## src/rtl/mdio_host_pkg.sv

```systemverilog
package mdio_host_pkg;
  localparam int PRE_BITS   = 32;
  localparam int DATA_W     = 16;
  localparam int PHY_W      = 5;
  localparam int PHY_LO_W   = 2;
  localparam int REG_W      = 5;
  localparam int FRAME_BITS = PRE_BITS + 32;
  localparam int TA_POS     = PRE_BITS + 14;
  localparam int DATA_POS   = PRE_BITS + 16;
  localparam int IDX_W      = $clog2(FRAME_BITS);

  localparam int START_BIT  = 20;
  localparam int OP_LSB     = 16;
  localparam int PHY_LSB    = 8;
  localparam int REG_LSB    = 0;

  localparam logic [1:0] OP_WR = 2'b01;
  localparam logic [1:0] OP_RD = 2'b10;

  typedef struct packed {
    logic [1:0]          op;
    logic [PHY_LO_W-1:0] phy;
    logic [REG_W-1:0]    regad;
  } mgmt_cmd_t;
endpackage

```

## src/rtl/mdio_host_clkgen.sv

```systemverilog
module mdio_host_clkgen #(
  parameter int DIV_HALF = 10
) (
  input  logic clk,
  input  logic rst,
  input  logic run,
  output logic mdc,
  output logic rise_tick,
  output logic fall_tick
);
  localparam int CW = (DIV_HALF > 1) ? $clog2(DIV_HALF) : 1;
  localparam logic [CW-1:0] LAST = CW'(DIV_HALF - 1);

  logic [CW-1:0] cnt;
  logic          tick;

  assign tick      = run && (cnt == LAST);
  assign rise_tick = tick && !mdc;
  assign fall_tick = tick && mdc;

  always_ff @(posedge clk) begin
    if (rst || !run) begin
      cnt <= '0;
      mdc <= 1'b0;
    end else if (tick) begin
      cnt <= '0;
      mdc <= ~mdc;
    end else begin
      cnt <= cnt + 1'b1;
    end
  end
endmodule

```

## src/rtl/mdio_host_regs.sv

```systemverilog
module mdio_host_regs
  import mdio_host_pkg::*;
(
  input  logic              clk,
  input  logic              rst,
  input  logic              host_we,
  input  logic              host_sel,
  input  logic [31:0]       host_wdata,
  output logic [31:0]       host_rdata,
  input  logic              clear_start,
  input  logic              rd_load,
  input  logic [DATA_W-1:0] rd_word,
  output logic              busy,
  output mgmt_cmd_t         cmd,
  output logic [DATA_W-1:0] wr_val
);
  logic [DATA_W-1:0] rd_val;
  logic [31:0]       cmd_word;

  always_comb begin
    cmd_word = '0;
    cmd_word[START_BIT]                  = busy;
    cmd_word[OP_LSB +: 2]                = cmd.op;
    cmd_word[PHY_LSB +: PHY_LO_W]        = cmd.phy;
    cmd_word[REG_LSB +: REG_W]           = cmd.regad;
  end

  always_ff @(posedge clk) begin
    if (rst) begin
      busy      <= 1'b0;
      cmd.op    <= OP_WR;
      cmd.phy   <= '0;
      cmd.regad <= '0;
      wr_val    <= '0;
      rd_val    <= '0;
    end else begin
      if (clear_start) busy <= 1'b0;
      if (rd_load) rd_val <= rd_word;
      if (host_we && !busy) begin
        if (!host_sel) begin
          busy      <= host_wdata[START_BIT];
          cmd.op    <= host_wdata[OP_LSB +: 2];
          cmd.phy   <= host_wdata[PHY_LSB +: PHY_LO_W];
          cmd.regad <= host_wdata[REG_LSB +: REG_W];
        end else begin
          wr_val <= host_wdata[DATA_W-1:0];
        end
      end
    end
  end

  always_ff @(posedge clk) begin
    if (rst) host_rdata <= '0;
    else     host_rdata <= host_sel ? {rd_val, wr_val} : cmd_word;
  end
endmodule

```

## src/rtl/mdio_host_frame.sv

```systemverilog
module mdio_host_frame
  import mdio_host_pkg::*;
(
  input  logic              clk,
  input  logic              rst,
  input  logic              busy,
  input  mgmt_cmd_t         cmd,
  input  logic [DATA_W-1:0] wr_val,
  input  logic              rise_tick,
  input  logic              fall_tick,
  input  logic              mdio_i,
  output logic              run,
  output logic              mdio_o,
  output logic              mdio_oe,
  output logic              clear_start,
  output logic              rd_load,
  output logic [DATA_W-1:0] rd_word
);
  localparam logic [IDX_W-1:0] LAST_IDX = IDX_W'(FRAME_BITS - 1);
  localparam logic [IDX_W-1:0] TA_IDX   = IDX_W'(TA_POS);
  localparam logic [IDX_W-1:0] DAT_IDX  = IDX_W'(DATA_POS);

  typedef enum logic {ST_IDLE, ST_RUN} state_e;
  state_e state;

  logic [IDX_W-1:0]      bit_idx;
  logic [IDX_W-1:0]      next_idx;
  logic [FRAME_BITS-1:0] shreg;
  logic [FRAME_BITS-1:0] frame_v;
  logic                  is_rd;
  logic                  op_ok;
  logic                  launch;
  logic                  reject;
  logic                  last;
  logic [1:0]            ta;

  assign op_ok    = (cmd.op == OP_WR) || (cmd.op == OP_RD);
  assign launch   = (state == ST_IDLE) && busy && op_ok;
  assign reject   = (state == ST_IDLE) && busy && !op_ok;
  assign last     = (state == ST_RUN) && fall_tick && (bit_idx == LAST_IDX);
  assign next_idx = bit_idx + 1'b1;
  assign ta       = (cmd.op == OP_WR) ? 2'b10 : 2'b00;
  assign frame_v  = {{PRE_BITS{1'b1}}, 2'b01, cmd.op,
                     {(PHY_W-PHY_LO_W){1'b0}}, cmd.phy, cmd.regad, ta, wr_val};

  assign run         = (state == ST_RUN);
  assign clear_start = reject || last;
  assign rd_load     = last && is_rd;

  always_ff @(posedge clk) begin
    if (rst) begin
      state   <= ST_IDLE;
      bit_idx <= '0;
      shreg   <= '0;
      is_rd   <= 1'b0;
      mdio_o  <= 1'b0;
      mdio_oe <= 1'b0;
    end else if (launch) begin
      state   <= ST_RUN;
      bit_idx <= '0;
      shreg   <= frame_v;
      is_rd   <= (cmd.op == OP_RD);
      mdio_o  <= frame_v[FRAME_BITS-1];
      mdio_oe <= 1'b1;
    end else if (last) begin
      state   <= ST_IDLE;
      mdio_o  <= 1'b0;
      mdio_oe <= 1'b0;
    end else if (run && fall_tick) begin
      bit_idx <= next_idx;
      shreg   <= shreg << 1;
      mdio_o  <= shreg[FRAME_BITS-2];
      mdio_oe <= !(is_rd && (next_idx >= TA_IDX));
    end
  end

  always_ff @(posedge clk) begin
    if (rst) rd_word <= '0;
    else if (run && rise_tick && is_rd && (bit_idx >= DAT_IDX))
      rd_word <= {rd_word[DATA_W-2:0], mdio_i};
  end
endmodule

```

## src/rtl/mdio_host_master.sv

```systemverilog
module mdio_host_master
  import mdio_host_pkg::*;
#(
  parameter int DIV_HALF = 10
) (
  input  logic        clk,
  input  logic        rst,
  input  logic        host_we,
  input  logic        host_sel,
  input  logic [31:0] host_wdata,
  output logic [31:0] host_rdata,
  output logic        mdc,
  output logic        mdio_o,
  output logic        mdio_oe,
  input  logic        mdio_i
);
  logic              busy;
  mgmt_cmd_t         cmd;
  logic [DATA_W-1:0] wr_val;
  logic              clear_start;
  logic              rd_load;
  logic [DATA_W-1:0] rd_word;
  logic              run;
  logic              rise_tick;
  logic              fall_tick;

  mdio_host_regs u_regs (
    .clk(clk), .rst(rst), .host_we(host_we), .host_sel(host_sel),
    .host_wdata(host_wdata), .host_rdata(host_rdata),
    .clear_start(clear_start), .rd_load(rd_load), .rd_word(rd_word),
    .busy(busy), .cmd(cmd), .wr_val(wr_val)
  );

  mdio_host_clkgen #(.DIV_HALF(DIV_HALF)) u_clk (
    .clk(clk), .rst(rst), .run(run), .mdc(mdc),
    .rise_tick(rise_tick), .fall_tick(fall_tick)
  );

  mdio_host_frame u_frame (
    .clk(clk), .rst(rst), .busy(busy), .cmd(cmd), .wr_val(wr_val),
    .rise_tick(rise_tick), .fall_tick(fall_tick), .mdio_i(mdio_i),
    .run(run), .mdio_o(mdio_o), .mdio_oe(mdio_oe),
    .clear_start(clear_start), .rd_load(rd_load), .rd_word(rd_word)
  );
endmodule

```

## config.mk

```make
export PLATFORM = sky130hd
export DESIGN_NAME = mdio_host_master
export DESIGN_NICKNAME = d
export VERILOG_FILES = /design/src/rtl/mdio_host_pkg.sv /design/src/rtl/mdio_host_clkgen.sv /design/src/rtl/mdio_host_regs.sv /design/src/rtl/mdio_host_frame.sv /design/src/rtl/mdio_host_master.sv
export SDC_FILE = /design/constraint.sdc
export NUM_CORES = 1
export LEC_CHECK = 0
export CAP_MARGIN = 15
export CELL_PAD_IN_SITES_DETAIL_PLACEMENT = 1
export CELL_PAD_IN_SITES_GLOBAL_PLACEMENT = 1
export CORE_UTILIZATION = 35
export CTS_BUF_LIST = sky130_fd_sc_hd__clkbuf_2 sky130_fd_sc_hd__clkbuf_4 sky130_fd_sc_hd__clkbuf_8
export DETAILED_ROUTE_END_ITERATION = 8
export GPL_TIMING_DRIVEN = 0
export PLACE_DENSITY = 0.77
export SYNTH_ARGS = -nofsm -noshare
export SYNTH_HDL_FRONTEND = slang
export SYNTH_SLANG_ARGS = --single-unit
```

## constraint.sdc

```tcl
create_clock -name clk -period 2.3 [get_ports clk]
set_input_delay 0.69 -clock clk [delete_from_list [all_inputs] [get_ports clk]]
set_output_delay 0.69 -clock clk [all_outputs]
set_load 0.05 [all_outputs]
```

Yosys cells after proc, flatten, opt, wreduce, memory -nomap -nowiden. Index checks and enable logic that the tools add are counted.

Bits in registers: 168. Input bits: 37. Output and inout bits: 35.

$lt $le $gt $ge: 2. Bitwise gates (word level): 4. Reduce and logical (&&, ||, !) cells: 32. Mux-type cells: 16. Add/sub/neg operators: 2. Equality and inequality tests: 5.

Operators by type and width (count): $mux W63 (3); $mux W21 (1); $logic_and A1 B1 Y1 (14); $ge A6 B6 Y1 const B (2); $mux W1 (11); $reduce_and A2 Y1 (4); $add A6 B1 Y6 const B (1); $eq A6 B6 Y1 const B (1); $reduce_or A2 Y1 (3); $logic_not A1 Y1 (5); $add A4 B1 Y4 const B (1); $eq A4 B4 Y1 const B (1); $not A1 Y1 (4); $reduce_bool A2 Y1 (2); $logic_or A1 B1 Y1 (3); $reduce_bool A3 Y1 (1); $eq A2 B1 Y1 const B (1); $eq A2 B2 Y1 const B (1); $mux W2 (1); $ne A2 B1 Y1 const B (1).

Logic depth before layout (Yosys ltp). Gate-level depths: netlist of the first run.

Word-level depth: 9. Mapped depth: 11. Mapped depth without buffers: 7.

Hierarchy. From an unflattened synthesis of the first run, not the netlist that was laid out.

Cells, all modules: 672. Area, all modules: 6449.9 µm².

Modules (own cells, without submodules): mdio_host_frame (times used 1, cells each 412, area an instance 3587.2 µm²); mdio_host_regs (times used 1, cells each 238, area an instance 2630.0 µm²); mdio_host_clkgen (times used 1, cells each 22, area an instance 232.7 µm²).

Worst setup path after synthesis of the first run. OpenSTA, ideal clock, no wires.

Path kind: register to register. Start: register u_clk.cnt[1]. End: register u_regs.rd_val[10]. Library setup time: 0.136 ns. Arrival: 1.636 ns. Stages on the path, launching flop included: 12. Period minus slack after synthesis: 1.772 ns. Setup slack: 0.528 ns. Cells stage by stage: dfxtp_1 inv_1 ha_1 and3b_1 buf_6 and3_1 buf_6 and3_1 buf_6 buf_6 nand2_1 a21oi_2.

Longest elaborated chain between the ends: 6.

Ends and longest elaborated chain: start: declaration (line mdio_host_clkgen.sv:14) `logic [CW-1:0] cnt;`; start signal: assignment (line mdio_host_clkgen.sv:29) `cnt <= cnt + 1'b1;`; $eq A4 B4 Y1 (line mdio_host_clkgen.sv:17) `assign tick = run && (cnt == LAST);`; $logic_and A1 B1 Y1 (line mdio_host_clkgen.sv:17); $logic_and A1 B1 Y1 (line mdio_host_clkgen.sv:19) `assign fall_tick = tick && mdc;`; $logic_and A1 B1 Y1 (2 in a row) (line mdio_host_frame.sv:40) `assign last = (state == ST_RUN) && fall_tick && (bit_idx == LAST_IDX);`; $logic_and A1 B1 Y1 (line mdio_host_frame.sv:48) `assign rd_load = last && is_rd;`; end signal: assignment (line mdio_host_regs.sv:38) `if (rd_load) rd_val <= rd_word;`; end: declaration (line mdio_host_regs.sv:17) `logic [DATA_W-1:0] rd_val;`.

Every way passes these cells. A chain may end at the register's enable or synchronous reset.

Final worst setup path of the first run.
Start: register u_regs.host_rdata[31]. End: output host_rdata[31].

RTL lines: start: declaration (line mdio_host_regs.sv:9) `output logic [31:0] host_rdata,`; start signal: assignment (line mdio_host_regs.sv:54) `else host_rdata <= host_sel ? {rd_val, wr_val} : cmd_word;`; end: declaration (line mdio_host_master.sv:11) `output logic [31:0] host_rdata,`.

No word-level cell between the ends.

==> results of run 1 <==
[layer usage]
| metal | part of all wire (%) | wire, um | GRT usage (%) |
|---|---|---|---|
| met3 | 3.8 | 579 | 4.692 |
| met2 | 47 | 7188 | 29.84 |
| met5 | 0 | 0 | 0 |
| met4 | 1.2 | 180 | 5.119 |
| met1 | 48 | 7326 | 22.76 |
[synthesized netlist by cell type, drive strengths merged (2+ instances only)]
| cell type | instances |
|---|---|
| a22oi | 24 |
| nand3 | 8 |
| nor2 | 81 |
| inv | 6 |
| and2 | 23 |
| clkbuf | 27 |
| nand2 | 109 |
| and3 | 3 |
| mux2i | 34 |
| buf | 23 |
| nor3 | 65 |
| nor3b | 3 |
| xor2 | 3 |
| ha | 6 |
| and3b | 2 |
| xnor2 | 4 |
| a21oi | 72 |
| and4 | 2 |
| dfxtp | 168 |
| nand3b | 2 |
[layout make-up]
type                            count  area, um^2
Fill cell                        2012        9736
Sequential cell                   168        3363
Clock buffer                       22       290.3
Buffer                             50       280.3
Clock inverter                      9       118.9
Inverter                            6       22.52
Multi-Input combinational cell    456        2517
Timing Repair Buffer               57       626.9
Tap cell                          225       281.5
[state kept, by name, indices dropped and copies added, names as in the netlist, 4 cells and up]
name	cells
u_frame.shreg	63
u_regs.host_rdata	32
u_frame.rd_word	16
u_regs.rd_val	16
u_regs.wr_val	16
u_regs.cmd	9
u_frame.bit_idx	6
u_clk.cnt	4
[power groups by stage]
stage	Combinational [mW]	Clock, mW	Sequential (mW)
2_1_floorplan	0.187	0	3.12
3_3_place_gp	0.350	0	3.09
3_5_place_dp	0.360	0	3.10
4_1_cts	0.359	2.19	3.03
5_1_grt	0.394	2.31	3.04
6_report	0.357	2.14	3.03
[cell families after synthesis]
| family | after synthesis | synth area share [%] |
|---|---|---|
| AOI/OAI and AO/OA | 106 | 10.70 |
| xor gates and xnor gates | 7 | 0.9927 |
| adders and majority gates | 6 | 1.216 |
| buffers and inverters | 56 | 4.882 |
| DFF | 168 | 54.46 |
| muxes | 34 | 5.511 |
| and+or+nand+nor | 303 | 22.24 |
[final timing paths]
| check | from | to | slack (ps) | cells after the start |
|---|---|---|---|---|
| worst max register to register | u_regs.cmd[7] | u_frame.is_rd | 150 | 7 |
| worst min register to register | u_regs.rd_val[4] | u_regs.rd_val[4] | 460 | 2 |
| worst max-delay path | u_regs.host_rdata[31] | host_rdata[31] | 50 | 1 |
| worst min-delay path | u_regs.rd_val[4] | u_regs.rd_val[4] | 460 | 2 |
[what timing repair did]
action | in CTS | in global routing
hold buffers | 0 | 0
cloned | 0 | 0
resized for setup | 5 | 28
endpoints found under the setup margin | 5 | 46
[per-stage QoR]
step           utilization, %  TNS (ps)  power [mW]  cells  cell area (um^2)
2_1_floorplan               -         0       3.306    680              6176
3_3_place_gp            40.77     -3941       3.445    962              7028
3_5_place_dp            40.77     -6576       3.457    962              7028
4_1_cts                 43.11         0       5.580    993              7431
5_1_grt                 43.52    -16.67       5.747    993              7501
6_report                43.52         0       5.524    993              7501
==> metrics list, run 1 <==
- The flow ran to the end, and the final reports show no timing, DRC or antenna violations.
- Share of the synthesized area in the top cell type: 54.46%
- After synthesis the netlist holds a flip-flop and latch count of ~170.
- Row generation in the floorplan step produced 48 rows.
* Maximum count of clock buffers along a single path: 2
- Main area contributors after synthesis: dfxtp_1, nand2_1, mux2i_1
* Area of the core: roughly 0.017 mm^2
* Clock-pin slew of the registers on the worst-case setup and hold paths: around 80 ps
- In this run the worst path has a maximum fanout of 1.
- The pre-antenna-repair detailed-routing pass consisted of 5 iterations.
- Sequential-to-total area share from yosys stat: between 50% and 60%
* Overall via count from detail_route: around 4900
- Setup violations remaining at the end of the flow were counted as 0.
- Final Hold Slack: 459.4 ps
* Max-slew violation count: 0
- In this design, the largest share of critical-path delay is due to buffers and inverters.
- Dividing the detail-routed via count by the number of cells gives ~4.9.
- After synthesis, the share of flip-flops with an asynchronous set or reset is 0%.
- Main flop type after synthesis: dfxtp_1
- Between clock sinks in the finished design, the worst skew comes to 13.93 ps.
* Summed instance area of the synthesized netlist: 0.006176 mm^2
* Layout cell share with drive strength beyond 1: around a tenth
- CTS tree: built
- The via count of the first global-routing pass was 5098.
- Synthesized area divided by synthesized cell count: ~9 um^2
* Cell Int Power: between 4 and 5 mW
- The tightest min-delay check is of the reg2reg type.
- Number of post-CTS setup repair buffers: 0
* Critical path capture point type: output port
* Number of instances in the synthesized netlist: between 600 and 700
- Compared with the post-synthesis result, the final layout area differs by 21.45%.
* Post-route ant nets: 0
- The clock network is responsible for approximately two fifths of the overall power.
- Post-synthesis cell type with the largest combined area: dfxtp_1
* Highest achievable clock rate: ~440 MHz
- In this run the count of I/O pins placed on the die edge is roughly 70.
* First DRT Iteration DRCs: about 190
* Slowest cell delay on critical path: 800 ps
- Headroom to the max-slew limit came out at ~40%.
* Pin count of the biggest net entering global routing: 17
- Max_cap viols: 0
- At the pin with the least slew margin, the transition time is approximately 900 ps.
- Y dimension of the die: 134.8 um
- For the worst-skew pair, the clock arrives at the later sink with an insertion delay of 450 ps.
- Overall die area: around 0.018 mm^2
* Pre-CTS worst setup slack: -280.4 ps
* Power share of the sequential group: 54.8%
* Classification of the worst setup path: reg2out
- CTS H-Tree Depth: 4
- Width of the die: roughly 130 um
* Number of antenna violations at the first check in global routing: 0
- The signal on the critical path passes through clkdlybuf4s50_1.
- Counting every net in the synthesized netlist gives between 700 and 800.
* Average routed wire per standard cell: 15.38 um
- For the worst setup path, the data required time is around 1600 ps.
* Ratio of final minimum period to clock period: a little over nine tenths
- The slowest stage of the critical path is the clkdlybuf4s50_1 cell.
- Leaving out fill and tap cells, the most frequent cell in the layout is dfxtp_1.
* Clock sink count: around 170
- In the routed design, unresolved DRC markers number 0.
- The final count of hold timing violations was 0.
- Leakage dissipation: about 3.2 nW
- Syn. warnings: 0
- Final worst slack: ~50 ps
- In this run the clock root is driven by a clkbuf_8.
- At the end of routability-driven placement, the weighted congestion stood at approximately 0.74.
- Reported net switching power: roughly 1.3 mW
* TritonCTS Buffers: 17
- Areal power density over the cells: roughly 740 mW/mm^2
- Clock period minus final worst setup slack: between 2000 and 2500 ps
- The first global-routing pass estimated about 26000 um of wire.
- Combinational logic burns roughly 6.5% of the power.
- The number of antenna diodes in the final layout is 0.
- Detailed placement ended at an HPWL of 10480 um.
- STA classifies the critical path startpoint as a flip-flop.
- Critical path arrival: ~1600 ps
- Global routing consumed, over all layers together, about 18% of the routing resources.
- Counting flops with a built-in enable in the synthesized netlist gives 0.
* Post-layout nets: about 800
- Summed over all layers, the global routing overflow is 0.
- Distinct cell type count of the synthesized netlist: 44
- Leading cell types in the layout, fill and taps excluded: dfxtp_1, nand2_1, nor2_1
* Max rail drop VDD: approximately 0.34 mV
* Effective utilization at floorplan: 35.83%
* Proportion of total power due to net switching: 24.10%
- The count of buffers added on input and output ports is 57.
- The number of buffers and inverters on the critical path is 1.
* Final wirelength: between 15000 and 20000 um
Power figures use the tool's default switching activity.
==> run 2: changes to the inputs <==
--- a/config.mk
+++ b/config.mk
@@ -12,7 +12,8 @@
 export CTS_BUF_LIST = sky130_fd_sc_hd__clkbuf_2 sky130_fd_sc_hd__clkbuf_4 sky130_fd_sc_hd__clkbuf_8
 export DETAILED_ROUTE_END_ITERATION = 8
 export GPL_TIMING_DRIVEN = 0
-export PLACE_DENSITY = 0.77
+export HOLD_SLACK_MARGIN = 0.06
+export PLACE_DENSITY = 0.67
 export SYNTH_ARGS = -nofsm -noshare
 export SYNTH_HDL_FRONTEND = slang
 export SYNTH_SLANG_ARGS = --single-unit
==> run 2 against run 1 <==
- maximum frequency is 1.8% higher
- worst hold slack better by 1.3 ps
- core utilization is 0.58 points lower
- via count is 1.5% higher
- die area stayed put
- clock skew is 5.3 ps lower
- critical path depth stayed put
- critical endpoint is now mdc
==> metrics list, run 2 (synthesized netlist as in run 1, its figures left out) <==
* Overall die area: 0.01818 mm^2
* Unrepaired setup endpoints after global routing: no
- After clock tree synthesis, the flow added hold-fix buffers numbering 0.
* Commonest non-fill, non-tap cell in the layout: dfxtp_1
- By startpoint and endpoint, the worst setup path is classified as reg2out.
* Final Hold Slack: 460.7 ps
* Seq. cell area: approximately 0.0034 mm^2
- Leakage dissipation: approximately 2.9 nW
- Once detail routing completed, the nets flagged for antenna violations numbered 0.
- Worst path required time: roughly 1600 ps
* Ratio of final minimum period to clock period: between 90% and 100%
* Hpwl dp: 11310 um
- Total of endpoints with negative setup slack in the final report: 0
- Register with the most flip-flops: u_frame.shreg
* Layout cell share with drive strength beyond 1: about a tenth
- The critical path goes through dlygate4sd2_1.
- Width of the die: about 130 um
- DRC violation count after routing: 0
- The analysis attributes to net switching a power of ~1.4 mW.
* Number of flip-flops in the largest register: 63
- In this run the worst path has a maximum fanout of 6.
- Worst-case headroom to the max-slew limit: approximately 39%
- Pin count of the biggest net entering global routing: 17
* CP max-delay cell: dlygate4sd2_1
* Effective utilization at floorplan: 35.83%
- The count of pins over their slew limit was 0.
* Clock Tree Root: clkbuf_8
* Floorplan row count: 48
- Net switching is between 20% and 30% of the power.
- Startpoint types: flip-flop
- The number of buffers and inverters on the critical path is 1.
- Max_cap viols: 0
- Latest clock arrival within the worst-skew pair: ~470 ps
* Tightest Pin Transition: between 900 and 1000 ps
- Critical path capture point type: output port
- CTS H-Tree Depth: 4
- Clock group share of total power: a little under two fifths
- Run status: finished clean
* Maximum count of clock buffers along a single path: 2
* Wire length of the first global-routing pass: about 26000 um
- Leading registers by flop count: u_frame.shreg (63), u_regs.host_rdata (32)
* Gp weighted congestion: approximately 0.75
- Final antenna diode count: 0
- All-layer global routing usage: a little under a fifth
* Hold Vio Cnt, Final: 0
- Global routing finished with a remaining overflow of 0.
* Ratio of routed vias to standard cells: around 5.0
- The via count of the first global-routing pass was slightly above 5000.
* Number of antenna violations at the first check in global routing: 0
- Counting the fill cells in the layout gives approximately 2000.
- TritonCTS built the clock tree.
* Final clock skew: ~8.6 ps
* Y dimension of the die: ~130 um
* Tightest Hold Check Type: reg2reg
- Power share of the sequential group: a little under three fifths
* # IOs: 72
- Detailed-router iteration count before antenna repair: 4
- Post-layout nets: ~800
- The final route contains 4950 vias.
- Internal power comes to between 4 and 5 mW.
- For this run, the top clock speed supported by timing is roughly 450 MHz.
* Relative area change from synthesis to final layout: 19.83%
- Dividing the detail-routed wire length by the instance count gives 16.12 um.
* Clock sink count: between 150 and 200
- Critical path arrival: between 1500 and 2000 ps
- Power spread over the standard cell area amounts to roughly 730 mW/mm^2.
* First DRT Iteration DRCs: about 250
* Clock period minus final worst setup slack: 2210 ps
- Final wirelength: about 16000 um
- Clock-pin slew was measured on the worst setup and hold paths at ~90 ps.
- Gate family responsible for the most delay along the worst path: buffers and inverters
- Max rail drop VDD: 0.4328 mV
- Overall power after layout: between 5 and 6 mW
- The multi-input combinational cells in the finished layout cover a total of 0.002517 mm^2.
- Slowest cell delay on critical path: slightly below 600 ps
* Combinational share of power: under 10%
* Count of input and output buffers: 57
* Area of the core: between 0.015 and 0.02 mm^2
* Leading cell types in the layout, fill and taps excluded: dfxtp_1, nand2_1, nor2_1
- TritonCTS Buffers: 17
run 2: path summary, 6_finish.rpt:
check | slack [ps] | startpoint | cells past startpoint | to
max | 90 | u_clk.mdc | 1 | mdc
min | 460 | u_frame.shreg[25] | 2 | u_frame.shreg[26]
max reg2reg | 190 | u_frame.bit_idx[0] | 7 | u_frame.shreg[13]
min reg2reg | 460 | u_frame.shreg[25] | 2 | u_frame.shreg[26]
run 2: cell type report:
cell class | count | share of cell area [%]
Clock buffer | 19 | 3.449
Clock inverter | 13 | 1.640
Inverter | 6 | 0.3043
Sequential cell | 168 | 45.44
Buffer | 50 | 3.770
Timing Repair Buffer | 60 | 7.574
Multi-Input combinational cell | 456 | 34.02
Tap cell | 225 | 3.804
run 2: worst reg2reg max path, cell delays in order, from the launching register on:
cell and delay [ps]:
dfxtp_1 470, ha_1 300, nand3_1 130, o2111a_1 320, nor2_2 290, buf_2 290, nand2_1 80, a21oi_1 150
run 2: repair_timing:
| action | CTS | global route |
|---|---|---|
| setup endpoints to repair | 42 | 19 |
| resized for setup | 33 | 3 |
| buffers inserted | 0 | 3 |
| pin swaps | 0 | 1 |
run 2: power by group through the flow:
stage	sequential (mW)	clock [mW]	combinational [mW]
floorplan	3.12	0	0.187
global placement	3.10	0	0.347
detailed placement	3.10	0	0.359
CTS	3.03	2.11	0.357
global route	3.04	2.22	0.392
finish	3.03	2.04	0.357
run 2: stage by stage:
stage | TNS, ps | instances | setup slack [ps] | utilization, % | cell area (um^2)
global route | 0 | 997 | 23.20 | 42.94 | 7401
floorplan | 0 | 680 | 528.2 | - | 6176
detailed placement | -6782 | 962 | -289.7 | 40.77 | 7028
global placement | -4104 | 962 | -230.0 | 40.77 | 7028
finish | 0 | 997 | 90.07 | 42.94 | 7401
CTS | 0 | 994 | 0.2666 | 42.76 | 7371
run 2: per-layer routing:
metal	GRT usage, %	wire (um)	share of wire, %
met1	23.89	7570	47
met2	31.27	7653	48
met3	4.429	612	3.8
met4	6.991	235	1.5
met5	0	0	0
